<file path="src/rtl/irqc_pkg.sv">
`timescale 1ns/1ps
// Shared types of the interrupt controller command port.
// Assumes an 8-line controller with the command code in the top three data bits.
package irqc_pkg;

    // Initialization sequence position.
    typedef enum logic [1:0] {
        ST_READY = 2'd0,
        ST_BASE  = 2'd1,
        ST_CASC  = 2'd2,
        ST_EXTRA = 2'd3
    } init_st_t;

    // Operational command codes carried in data bits 7:5.
    typedef enum logic [2:0] {
        CMD_ROT_OFF  = 3'd0,
        CMD_NS_EOI   = 3'd1,
        CMD_NOP      = 3'd2,
        CMD_SP_EOI   = 3'd3,
        CMD_ROT_ON   = 3'd4,
        CMD_NS_ROT   = 3'd5,
        CMD_SET_PRIO = 3'd6,
        CMD_SP_ROT   = 3'd7
    } cmd_t;

endpackage

</file>
<file path="src/rtl/irqc_init_seq.sv">
`timescale 1ns/1ps
// Initialization word sequencer.
// Tracks the position in the start/vector/cascade/fourth word sequence and
// holds the vector base, single-unit and fourth-word mode flags.
// Assumes the caller decodes the start word and address-1 writes.
module irqc_init_seq #(
    parameter int DATA_W = 8
) (
    input  logic              clk,
    input  logic              rst_n,
    input  logic              start_stb,
    input  logic              port1_stb,
    input  logic [DATA_W-1:0] wdata,
    output logic              busy,
    output logic              single_unit,
    output logic              nested_special,
    output logic              auto_eoi,
    output logic [DATA_W-1:0] vec_base
);
    import irqc_pkg::*;

    localparam int LINE_W = $clog2(DATA_W);
    localparam logic [DATA_W-1:0] VEC_MASK = ~DATA_W'((1 << LINE_W) - 1);

    init_st_t st;
    logic     want_fourth;

    // Advance the sequence and capture the fields each word carries.
    always_ff @(posedge clk) begin
        if (!rst_n) begin
            st             <= ST_READY;
            single_unit    <= 1'b0;
            want_fourth    <= 1'b0;
            nested_special <= 1'b0;
            auto_eoi       <= 1'b0;
            vec_base       <= '0;
        end else if (start_stb) begin
            st             <= ST_BASE;
            single_unit    <= wdata[1];
            want_fourth    <= wdata[0];
            nested_special <= 1'b0;
            auto_eoi       <= 1'b0;
        end else if (port1_stb) begin
            case (st)
                ST_BASE: begin
                    vec_base <= wdata & VEC_MASK;
                    if (!single_unit)
                        st <= ST_CASC;
                    else
                        st <= want_fourth ? ST_EXTRA : ST_READY;
                end
                ST_CASC: st <= want_fourth ? ST_EXTRA : ST_READY;
                ST_EXTRA: begin
                    nested_special <= wdata[4];
                    auto_eoi       <= wdata[1];
                    st             <= ST_READY;
                end
                default: st <= ST_READY;
            endcase
        end
    end

    // Sequence in progress whenever a word is still expected.
    always_comb busy = (st != ST_READY);

    // A start word always leaves the sequencer busy.
    p_start_busy_r2: assert property (@(posedge clk) disable iff (!rst_n)
        start_stb |=> busy);

    // A single-unit sequence without a fourth word ends on the vector word.
    p_single_short_r4: assert property (@(posedge clk) disable iff (!rst_n)
        (st == ST_BASE && port1_stb && !start_stb && single_unit && !want_fourth) |=> !busy);

    // The vector word never leaves low bits set.
    p_vec_word_r3: assert property (@(posedge clk) disable iff (!rst_n)
        (st == ST_BASE && port1_stb && !start_stb) |=>
            (vec_base[LINE_W-1:0] == '0 && vec_base[DATA_W-1:LINE_W] == $past(wdata[DATA_W-1:LINE_W])));

endmodule

</file>
<file path="src/rtl/irqc_cmd_exec.sv">
`timescale 1ns/1ps
// Operational command executor.
// Decodes read-control words and the eight command codes, keeps the
// priority base and the read-select, special-mask and rotate flags, and
// emits one-cycle in-service clear strobes. Assumes insvc_in is the
// resolver's current in-service register.
module irqc_cmd_exec #(
    parameter int DATA_W = 8
) (
    input  logic                       clk,
    input  logic                       rst_n,
    input  logic                       start_stb,
    input  logic                       rdctl_stb,
    input  logic                       cmd_stb,
    input  logic [DATA_W-1:0]          wdata,
    input  logic [DATA_W-1:0]          insvc_in,
    output logic [$clog2(DATA_W)-1:0]  prio_base,
    output logic [DATA_W-1:0]          insvc_clr,
    output logic                       rd_insvc_sel,
    output logic                       spec_mask,
    output logic                       rot_on_aeoi
);
    import irqc_pkg::*;

    localparam int LINE_W = $clog2(DATA_W);

    cmd_t              cmd;
    logic              hit_found;
    logic [LINE_W-1:0] hit_line;
    logic [LINE_W-1:0] scan_idx;
    logic [LINE_W-1:0] sel_line;
    logic [1:0]        unused_bits;

    // Command field and explicit line number from the data byte.
    always_comb begin
        cmd         = cmd_t'(wdata[DATA_W-1:DATA_W-3]);
        sel_line    = wdata[LINE_W-1:0];
        unused_bits = wdata[4:3];
    end

    // Find the set in-service line closest above the priority base.
    always_comb begin
        hit_found = 1'b0;
        hit_line  = '0;
        scan_idx  = '0;
        for (int i = DATA_W - 1; i >= 0; i--) begin
            scan_idx = prio_base + LINE_W'(i);
            if (insvc_in[scan_idx]) begin
                hit_found = 1'b1;
                hit_line  = scan_idx;
            end
        end
    end

    // Execute start, read-control and command words.
    always_ff @(posedge clk) begin
        if (!rst_n) begin
            prio_base    <= '0;
            insvc_clr    <= '0;
            rd_insvc_sel <= 1'b0;
            spec_mask    <= 1'b0;
            rot_on_aeoi  <= 1'b0;
        end else begin
            insvc_clr <= '0;
            if (start_stb) begin
                prio_base    <= '0;
                rd_insvc_sel <= 1'b0;
                spec_mask    <= 1'b0;
                rot_on_aeoi  <= 1'b0;
            end else if (rdctl_stb) begin
                rd_insvc_sel <= wdata[0];
                spec_mask    <= wdata[5];
            end else if (cmd_stb) begin
                case (cmd)
                    CMD_ROT_OFF, CMD_ROT_ON: rot_on_aeoi <= wdata[DATA_W-1];
                    CMD_NS_EOI: begin
                        if (hit_found)
                            insvc_clr <= DATA_W'(1) << hit_line;
                    end
                    CMD_NS_ROT: begin
                        if (hit_found) begin
                            insvc_clr <= DATA_W'(1) << hit_line;
                            prio_base <= hit_line + LINE_W'(1);
                        end
                    end
                    CMD_SP_EOI: insvc_clr <= DATA_W'(1) << sel_line;
                    CMD_SET_PRIO: prio_base <= sel_line + LINE_W'(1);
                    CMD_SP_ROT: begin
                        insvc_clr <= DATA_W'(1) << sel_line;
                        prio_base <= sel_line + LINE_W'(1);
                    end
                    default: ;
                endcase
            end
        end
    end

    // At most one line is cleared per command.
    p_clr_onehot_r9: assert property (@(posedge clk) disable iff (!rst_n)
        $onehot0(insvc_clr));

    // A non-specific clear only ever hits a line that was in service.
    p_clr_was_set_r8: assert property (@(posedge clk) disable iff (!rst_n)
        (cmd_stb && !start_stb && !rdctl_stb && (cmd == CMD_NS_EOI || cmd == CMD_NS_ROT))
            |=> ((insvc_clr & ~$past(insvc_in)) == '0));

    // Non-specific commands with nothing in service leave everything alone.
    p_empty_eoi_r8: assert property (@(posedge clk) disable iff (!rst_n)
        (cmd_stb && !start_stb && !rdctl_stb && insvc_in == '0 &&
         (cmd == CMD_NS_EOI || cmd == CMD_NS_ROT)) |=> (insvc_clr == '0 && $stable(prio_base)));

endmodule

</file>
<file path="src/rtl/irqc_rd_port.sv">
`timescale 1ns/1ps
// Registered read-back of the port.
// Returns the mask at address 1, and the in-service or request register at
// address 0 as chosen by the read select. Holds the value between reads.
module irqc_rd_port #(
    parameter int DATA_W = 8
) (
    input  logic              clk,
    input  logic              rst_n,
    input  logic              rd_en,
    input  logic              addr,
    input  logic              rd_insvc_sel,
    input  logic [DATA_W-1:0] req_in,
    input  logic [DATA_W-1:0] insvc_in,
    input  logic [DATA_W-1:0] mask_in,
    output logic [DATA_W-1:0] rdata
);
    // Capture the selected register on each read strobe.
    always_ff @(posedge clk) begin
        if (!rst_n)
            rdata <= '0;
        else if (rd_en)
            rdata <= addr ? mask_in : (rd_insvc_sel ? insvc_in : req_in);
    end

    // Read data changes only on a read strobe.
    p_rdata_hold_r10: assert property (@(posedge clk) disable iff (!rst_n)
        !rd_en |=> $stable(rdata));

endmodule

</file>
<file path="src/rtl/irqc_cmd_port.sv">
`timescale 1ns/1ps
// Interrupt controller command port (top).
// Decodes the byte-wide write interface into start words, sequence words,
// read-control words, commands and mask loads, and owns the mask register.
// Assumes at most one of wr_en / rd_en per cycle from the host.
module irqc_cmd_port #(
    parameter int DATA_W = 8
) (
    input  logic                      clk,
    input  logic                      rst_n,
    input  logic                      addr,
    input  logic                      wr_en,
    input  logic                      rd_en,
    input  logic [DATA_W-1:0]         wdata,
    input  logic [DATA_W-1:0]         req_in,
    input  logic [DATA_W-1:0]         insvc_in,
    output logic [DATA_W-1:0]         rdata,
    output logic [DATA_W-1:0]         mask_out,
    output logic [DATA_W-1:0]         vec_base,
    output logic [$clog2(DATA_W)-1:0] prio_base,
    output logic [DATA_W-1:0]         insvc_clr,
    output logic                      insvc_clr_all,
    output logic                      init_busy,
    output logic                      single_unit,
    output logic                      nested_special,
    output logic                      auto_eoi,
    output logic                      rot_on_aeoi,
    output logic                      spec_mask
);
    logic start_stb;
    logic rdctl_stb;
    logic cmd_stb;
    logic port1_stb;
    logic mask_stb;
    logic rd_insvc_sel;

    // Classify the current write.
    always_comb begin
        start_stb = wr_en && !addr && wdata[4];
        rdctl_stb = wr_en && !addr && !wdata[4] && wdata[3];
        cmd_stb   = wr_en && !addr && !wdata[4] && !wdata[3];
        port1_stb = wr_en && addr;
        mask_stb  = port1_stb && !init_busy;
    end

    // Mask register: cleared by a start word, loaded when idle.
    always_ff @(posedge clk) begin
        if (!rst_n)
            mask_out <= '0;
        else if (start_stb)
            mask_out <= '0;
        else if (mask_stb)
            mask_out <= wdata;
    end

    // One-cycle request to empty the in-service register.
    always_ff @(posedge clk) begin
        if (!rst_n)
            insvc_clr_all <= 1'b0;
        else
            insvc_clr_all <= start_stb;
    end

    irqc_init_seq #(.DATA_W(DATA_W)) u_init (
        .clk            (clk),
        .rst_n          (rst_n),
        .start_stb      (start_stb),
        .port1_stb      (port1_stb),
        .wdata          (wdata),
        .busy           (init_busy),
        .single_unit    (single_unit),
        .nested_special (nested_special),
        .auto_eoi       (auto_eoi),
        .vec_base       (vec_base)
    );

    irqc_cmd_exec #(.DATA_W(DATA_W)) u_exec (
        .clk          (clk),
        .rst_n        (rst_n),
        .start_stb    (start_stb),
        .rdctl_stb    (rdctl_stb),
        .cmd_stb      (cmd_stb),
        .wdata        (wdata),
        .insvc_in     (insvc_in),
        .prio_base    (prio_base),
        .insvc_clr    (insvc_clr),
        .rd_insvc_sel (rd_insvc_sel),
        .spec_mask    (spec_mask),
        .rot_on_aeoi  (rot_on_aeoi)
    );

    irqc_rd_port #(.DATA_W(DATA_W)) u_rd (
        .clk          (clk),
        .rst_n        (rst_n),
        .rd_en        (rd_en),
        .addr         (addr),
        .rd_insvc_sel (rd_insvc_sel),
        .req_in       (req_in),
        .insvc_in     (insvc_in),
        .mask_in      (mask_out),
        .rdata        (rdata)
    );

    // A start word empties the mask.
    p_start_mask_r2: assert property (@(posedge clk) disable iff (!rst_n)
        start_stb |=> (mask_out == '0));

    // The mask cannot change while the sequence consumes address-1 writes.
    p_mask_hold_r4: assert property (@(posedge clk) disable iff (!rst_n)
        (init_busy && !start_stb) |=> $stable(mask_out));

    // The clear-all strobe follows a start word by exactly one cycle.
    p_clr_all_r2: assert property (@(posedge clk) disable iff (!rst_n)
        insvc_clr_all |-> $past(start_stb));

endmodule

</file>
<file path="config.mk">
export PLATFORM = sky130hd
export DESIGN_NAME = irqc_cmd_port
export DESIGN_NICKNAME = d
export VERILOG_FILES = /design/src/rtl/irqc_pkg.sv /design/src/rtl/irqc_init_seq.sv /design/src/rtl/irqc_cmd_exec.sv /design/src/rtl/irqc_rd_port.sv /design/src/rtl/irqc_cmd_port.sv
export SDC_FILE = /design/constraint.sdc
export NUM_CORES = 1
export LEC_CHECK = 0
export CELL_PAD_IN_SITES_DETAIL_PLACEMENT = 0
export CELL_PAD_IN_SITES_GLOBAL_PLACEMENT = 1
export CORE_ASPECT_RATIO = 1.5
export CORE_MARGIN = 3
export CORE_UTILIZATION = 37
export CTS_CLUSTER_SIZE = 28
export DETAILED_ROUTE_END_ITERATION = 10
export PLACE_DENSITY = 0.79
export SLEW_MARGIN = 0
export SYNTH_ARGS = -nofsm -noshare
export SYNTH_HDL_FRONTEND = slang
export SYNTH_SLANG_ARGS = --single-unit
</file>
<file path="constraint.sdc">
create_clock -name clk -period 4.58 [get_ports clk]
set_input_delay 1.145 -clock clk [delete_from_list [all_inputs] [get_ports clk]]
set_output_delay 1.145 -clock clk [all_outputs]
set_load 0.05 [all_outputs]
</file>
Word level (Yosys, flattened, before mapping). Index checks and enable logic that the tools add are counted.

Register bits: 42. Input bits: 29. Output and inout port bits: 42. Word-level logic and storage cells: 116.

Add/sub/neg operators: 9. Order comparisons: 8. Equal/unequal tests: 10. Shift operators: 2. Muxes and demuxes: 43. Bitwise gates (word level): 4. Reductions and logical operators: 25.

Operator list (count): $lt A3 B4 Y1 const B (8); $mux W3 (9); $bmux W1 S3 (8); $mux W8 (3); $mux W1 (18); $pmux W8 S2 (1); $shl A1 B3 Y8 const A (2); $add A3 B3 Y3 const B (4); $eq A3 B3 Y1 const B (4); $reduce_or A2 Y1 (5); $add A3 B1 Y3 const B (3); $logic_and A1 B1 Y1 (7); $add A3 B2 Y3 const B (2); $pmux W3 S2 (1); $reduce_and A3 Y1 (2); $reduce_bool A2 Y1 (3); $eq A2 B2 Y1 const B (2); $logic_not A1 Y1 (4); $mux W2 (2); $not A1 Y1 (4); $pmux W2 S2 (1); $reduce_and A4 Y1 (1); $reduce_or A4 Y1 (1); $eq A3 B1 Y1 const B (1); 5 further kinds (5).

Depth between registers and ports, before layout.
Depth in word-level cells: 14. Depth in mapped cells: 17. Gate-level depth less buffers: 14.

By module. From an unflattened synthesis, not the netlist that was laid out.

Cells, all modules: 336. Area total of the unflattened synthesis: 3170.5 µm².

By module, submodules not included: irqc_cmd_exec (times used 1, cells each 194, area each 1741.7 µm², sequential area each 280.3 µm²); irqc_init_seq (times used 1, cells each 62, area each 540.5 µm², sequential area each 220.2 µm²); irqc_rd_port (times used 1, cells each 46, area each 499.2 µm², sequential area each 160.2 µm²); irqc_cmd_port (times used 1, cells each 34, area each 389.1 µm², sequential area each 180.2 µm²).

Least setup slack after synthesis. OpenSTA, ideal clock, no wires.

Kind: reg2reg. Start point: register u_exec.prio_base[1]. End point: register u_exec.prio_base[2]. Setup time: 0.078 ns. Arrival: 3.894 ns. Required time: 4.502 ns. Setup slack: 0.608 ns. Cell stages (with the launch flop): 18. Buffers on the path: 3. Clock period less this slack: 3.972 ns. Cell sequence: dfxtp_1 -> buf_6 -> clkbuf_1 -> inv_1 -> ha_1 -> buf_2 -> mux4_2 -> mux2_4 -> nand4b_1 -> o311ai_1 -> o21ai_1 -> a21oi_2 -> a21oi_1 -> ha_1 -> and3_1 -> a31oi_1 -> nand4_1 -> o22ai_1.

Cells in the longest elaborated chain, start to end: 14. Elaborated cells on any way between the ends: 44. Those cells by class: add/sub (8); eq/ne (1); mux (34); reduce/logical (1).

Ends and longest elaborated chain: start: declaration (RTL line irqc_cmd_exec.sv:17) `output logic [$clog2(DATA_W)-1:0] prio_base,`; start signal: assignment (RTL line irqc_cmd_exec.sv:83) `prio_base <= hit_line + LINE_W'(1);`; start signal: assignment (RTL line irqc_cmd_exec.sv:87) `CMD_SET_PRIO: prio_base <= sel_line + LINE_W'(1);`; start signal: assignment (RTL line irqc_cmd_exec.sv:90) `prio_base <= sel_line + LINE_W'(1);`; $add A3 B3 Y3 (RTL line irqc_cmd_exec.sv:47) `scan_idx = prio_base + LINE_W'(i);`; $bmux W1 S3 (RTL line irqc_cmd_exec.sv:48) `if (insvc_in[scan_idx]) begin`; $mux W1 (implied by the code) (RTL line irqc_cmd_exec.sv:48); $mux W3 (8 in a row) (RTL line irqc_cmd_exec.sv:48); $add A3 B1 Y3 (RTL line irqc_cmd_exec.sv:83); $mux W3 (RTL line irqc_cmd_exec.sv:81) `if (hit_found) begin`; $pmux W3 S2 (RTL line irqc_cmd_exec.sv:74) `case (cmd)`.

Several ways; a longest one is shown, not always the timed one. The select of a mux whose other input is x is not followed. A chain may end at the register's enable or synchronous reset.

Worst setup path in the final report.
Start point: input port insvc_in[6]. End point: register u_exec.prio_base[2].

Cells in the longest elaborated chain, start to end: 13. Elaborated cells on any way between the ends: 37. Those cells by class: add/sub (1); eq/ne (1); mux (34); reduce/logical (1).

Ends and longest elaborated chain: start: declaration (RTL line irqc_cmd_port.sv:16) `input logic [DATA_W-1:0] insvc_in,`; $bmux W1 S3 (RTL line irqc_cmd_exec.sv:48); $mux W1 (implied by the code) (RTL line irqc_cmd_exec.sv:48); $mux W3 (8 in a row) (RTL line irqc_cmd_exec.sv:48); $add A3 B1 Y3 (RTL line irqc_cmd_exec.sv:83); $mux W3 (RTL line irqc_cmd_exec.sv:81); $pmux W3 S2 (RTL line irqc_cmd_exec.sv:74).

Several ways; a longest one is shown, not always the timed one. The select of a mux whose other input is x is not followed.

==> results.txt <==
The flow ran to the end, and the final reports show no timing, DRC or antenna violations. The total overflow reported by the global router came out at 0. For this run, asynchronously set or reset flops after synthesis account for 0.

The via count of the first global-routing pass came out at 2677. The fill cell instance count of the final layout is 771. The vias after detailed routing came out at ~2700. The detailed placer's ending HPWL came out at between 6000 and 7000 microns. Row generation in the floorplan step produced 39 rows. The clock latency reported for the late side of the worst-skew pair is 0.28 ns. The top achievable clock speed is around 0.25 GHz.

The largest individual stage delay along the critical path comes from the cell sky130_fd_sc_hd__mux4_2. The setup slack of the most critical reg-to-reg path came out at 1.00 ns. Routability-driven placement finished with a final weighted congestion of 0.922. In this run the clock root is driven by a sky130_fd_sc_hd__clkbuf_16. For this run, the leading register cell type out of synthesis is sky130_fd_sc_hd__dfxtp_1. The area share of the largest cell type after synthesis is 0.288.

The share of the core filled with cells in the final layout is 0.494. Of all cell types, the one taking the most synthesized area is sky130_fd_sc_hd__dfxtp_1. The width of the chip is ~79 microns. In this run the worst hold path is classified as reg2reg. The mean number of vias per cell came out at 5.45. The clock slew at the register clock pins of the worst setup and hold paths is 0.06 ns.

Setup violations remaining at the end of the flow were counted as 0. In this run the power spent charging and discharging nets is between 200 and 300 uW. The area of the die is between 0.009 and 0.01 sq mm. Of the total power, the clock network draws 0.351.

The worst slew margin relative to its limit came out at 0.572. The number of gates resized after cts came out at 0. Sorting the synthesized cells by area gives the leading types as sky130_fd_sc_hd__dfxtp_1 (29%), sky130_fd_sc_hd__mux2i_1 (14%), sky130_fd_sc_hd__mux4_2 (7.7%), sky130_fd_sc_hd__nor2_1 (5.1%), sky130_fd_sc_hd__nand2_1 (3.2%). The clock buffer count from CTS came out at 5. The initial utilization of the core area, before any placement, comes to 0.381.

For this run, the slowest stage of the critical path takes around 0.58 ns. The core area is between 0.007 and 0.008 sq mm. The final total negative setup slack is 0 ns. The arrival time of the worst setup path is about 4.2 ns. The start of the worst register-to-register path is u_exec.prio_base[1]. The cell internal power dissipation came out at between 600 and 700 uW.

Averaged over all synthesized cells, the footprint is ~9 sq um. Of the total power, registers draw 0.402. The average wire per cell in the routed design is 16.3 microns. The endpoint identified for the worst register-to-register timing path is u_exec.prio_base[2]. The start point of the worst min-delay path is u_exec.rot_on_aeoi. For the worst flop-to-flop path, the logic depth is 13. By instance count, the cell type seen most on the critical path is sky130_fd_sc_hd__a211oi_1.

The maximum fanout along the worst path came out at 9. The clock tree from TritonCTS is yes. Traced cell by cell, the critical path runs through clkdlybuf4s50_1 -> mux4_2 -> a211oi_1 -> a22oi_1 -> a211oi_1 -> a21oi_2 -> a21oi_1 -> ha_1 -> nand2_1 -> a211o_1 -> nand4_1 -> o22ai_1. Of the total power, combinational logic draws 0.247. The top-level port count is just over 70. The most frequently used cell type in the post-synthesis netlist is sky130_fd_sc_hd__dfxtp_1. The number of pins exceeding their max-slew limit in the final report is 0. The share of total power consumed by net switching came out at 0.294. The total detailed-routing wirelength came out at around 7900 microns. The total power divided by cell area is 251 mW/mm^2.

The category of the worst setup path capture point is a flip-flop. The clock period minus final worst setup slack came out at around 4.1 ns. Setup repair after global routing left no endpoint under its margin. The number of cells on the worst hold path came out at 2. The synthesis-stage register bit count came out at 42.

The share of cells above drive strength 1 is 0.0959. The initial antenna violation count came out at 0. The type of the worst setup path is in2reg.

The overall global routing resource usage is 0.181. The number of flops mapped to enable cells by yosys came out at 0. The kind of cell adding the most delay to the critical path is compound AO/OA/AOI/OAI gates. The final hold violation count is 0. Entering global routing, the biggest net connects 25 pins.

The quantity of I/O buffers inserted on ports came out at between 60 and 70. The die height came out at between 100 and 150 microns. The post-placement setup slack came out at 0.244 ns. The clock tree synthesis step divided the H-tree into 2 levels. The iteration-0 DRC count of the detailed router is between 150 and 200. The sequential area share after synthesis is 0.288. The quantity of hold-fixing buffers added after cts is 0. The leakage power total came out at about 0.0015 uW. The count of nets left with antenna violations once routing finished came out at 0. The combined buffer and inverter count along the critical path is 1.

The maximum vdd ir drop is roughly 0.00016 V. Ranked by instance count, the synthesized netlist is headed by sky130_fd_sc_hd__dfxtp_1 (42), sky130_fd_sc_hd__mux2i_1 (40), sky130_fd_sc_hd__nor2_1 (40), sky130_fd_sc_hd__nand2_1 (25), sky130_fd_sc_hd__o21ai_0 (14). The number of clock sinks came out at 42. The area used by multi-input combinational logic is between 0.0015 and 0.002 sq mm. For this run, the detailed router's first-pass iteration total came to 4.

At the end of the flow, the number of nets in the layout was approximately 420. The synthesis warning total is 0. The cell area after synthesis came out at a little under 0.003 sq mm. The worst-case clock buffer depth came out at 2. 0 antenna diodes ended up in the layout. The transition at the pin with the smallest max-transition slack is ~0.63 ns. In the final layout, flip-flops and latches occupy ~840 sq um. Buffers added to address setup during post-CTS repair amount to 0. The count of maximum capacitance violations came out at 0.

The clock arrives with roughly 0.0060 ns of skew. The minimum setup slack in the final design came out at 0.517 ns. The first global-routing pass estimated roughly 13000 microns of wire. The sink of the worst hold path is u_exec.rot_on_aeoi. The gate count of the mapped netlist is roughly 330.

The remaining routing DRC violations came out at 0. The count of cell instances traversed by the critical path came out at 12. The worst setup path is launched from an input pin. Relative to the synthesized area, the layout overhead comes to 29.8%. The count of different cell masters after synthesis is between 50 and 60. The final worst-path cycle share is 0.887.

The required time of the worst setup path is between 4 and 5 ns.
==> sequential cells by signal, summed over array words and instances, names as in the netlist <==
register	count
u_init.nested_special	1
u_exec.spec_mask	1
u_init.vec_base	5
u_exec.prio_base	3
u_rd.rdata	8
u_init.auto_eoi	1
u_init.want_fourth	1
u_exec.rot_on_aeoi	1
mask_out	8
u_exec.insvc_clr	8
u_init.st	2
u_init.single_unit	1
insvc_clr_all	1
u_exec.rd_insvc_sel	1
==> kinds of logic after synthesis <==
logic type,count (synthesis),synth area share
buffers and inverters,32,0.0519
multiplexers,62,0.277
AND/OR/NAND/NOR,107,0.180
XOR/XNOR,4,0.0120
adder cells (fa/ha/maj),7,0.0300
other,1,0.00129
AO/OA/AOI/OAI,71,0.159
flip-flops,42,0.288
==> power by group through the flow <==
stage	Combinational (uW)	Sequential [uW]	Clock, uW
5_1_grt	254	384	360
6_report	235	383	334
4_1_cts	235	383	344
2_1_floorplan	128	419	0
3_5_place_dp	234	391	0
3_3_place_gp	234	391	0
==> cells in the final DEF (no fill, tap or decap), types with 6 or more instances in the layout <==
| cell type | synthesis | final |
|---|---|---|
| sky130_fd_sc_hd__ha_1 | 7 | 7 |
| sky130_fd_sc_hd__mux4_2 | 10 | 10 |
| sky130_fd_sc_hd__a21oi_1 | 13 | 13 |
| sky130_fd_sc_hd__nand3_1 | 12 | 12 |
| sky130_fd_sc_hd__mux2_2 | 7 | 7 |
| sky130_fd_sc_hd__o22ai_1 | 7 | 7 |
| sky130_fd_sc_hd__nor2_1 | 40 | 40 |
| sky130_fd_sc_hd__o21ai_0 | 14 | 14 |
| sky130_fd_sc_hd__clkdlybuf4s50_1 | 0 | 67 |
| sky130_fd_sc_hd__mux2i_1 | 40 | 40 |
| sky130_fd_sc_hd__dfxtp_1 | 42 | 42 |
| sky130_fd_sc_hd__inv_1 | 8 | 8 |
| sky130_fd_sc_hd__nand2_1 | 25 | 25 |
| sky130_fd_sc_hd__nor3_1 | 6 | 6 |
==> tightest hold or removal path, delay by kind of cell, from the launching register on <==
family	cells	cell delay (ns)
AND/OR/NAND/NOR	1	0.05
flip-flops	1	0.31
AO/OA/AOI/OAI	1	0.05
==> layout make-up <==
type	instances	area share
Tap cell	102	0.0337
Clock buffer	6	0.0340
Sequential cell	42	0.222
Inverter	11	0.0109
Multi-Input combinational cell	254	0.510
Timing Repair Buffer	72	0.187
Clock inverter	1	0.00198
==> metal layers <==
layer,vias to the layer above,track usage,wire length (microns)
met4,0,0.0677,214
li1,1314,-,-
met2,60,0.328,4200
met3,18,0.0219,188
met5,-,0,0
met1,1268,0.217,3340
==> through the flow <==
stage	total power (uW)	cells	area, sq um	hold slack [ns]
2_1_floorplan	547	328	2930	0.487
3_3_place_gp	625	481	3650	0.446
3_5_place_dp	625	481	3650	0.452
4_1_cts	962	488	3790	0.460
5_1_grt	998	488	3790	0.479
6_report	952	488	3790	0.458
==> worst max-delay path by stage <==
| stage | to | slack (ns) | start |
|---|---|---|---|
| after global placement | u_exec.prio_base[2] | 0.28 | insvc_in[3] |
| after detailed placement | u_exec.prio_base[2] | 0.24 | insvc_in[6] |
| after floorplan | u_exec.prio_base[2] | 0.61 | u_exec.prio_base[1] |
| after global routing | u_exec.prio_base[2] | 0.30 | insvc_in[1] |
| final | u_exec.prio_base[2] | 0.52 | insvc_in[6] |
| after CTS | u_exec.prio_base[2] | 0.52 | insvc_in[6] |
Power figures use the tool's default switching activity.
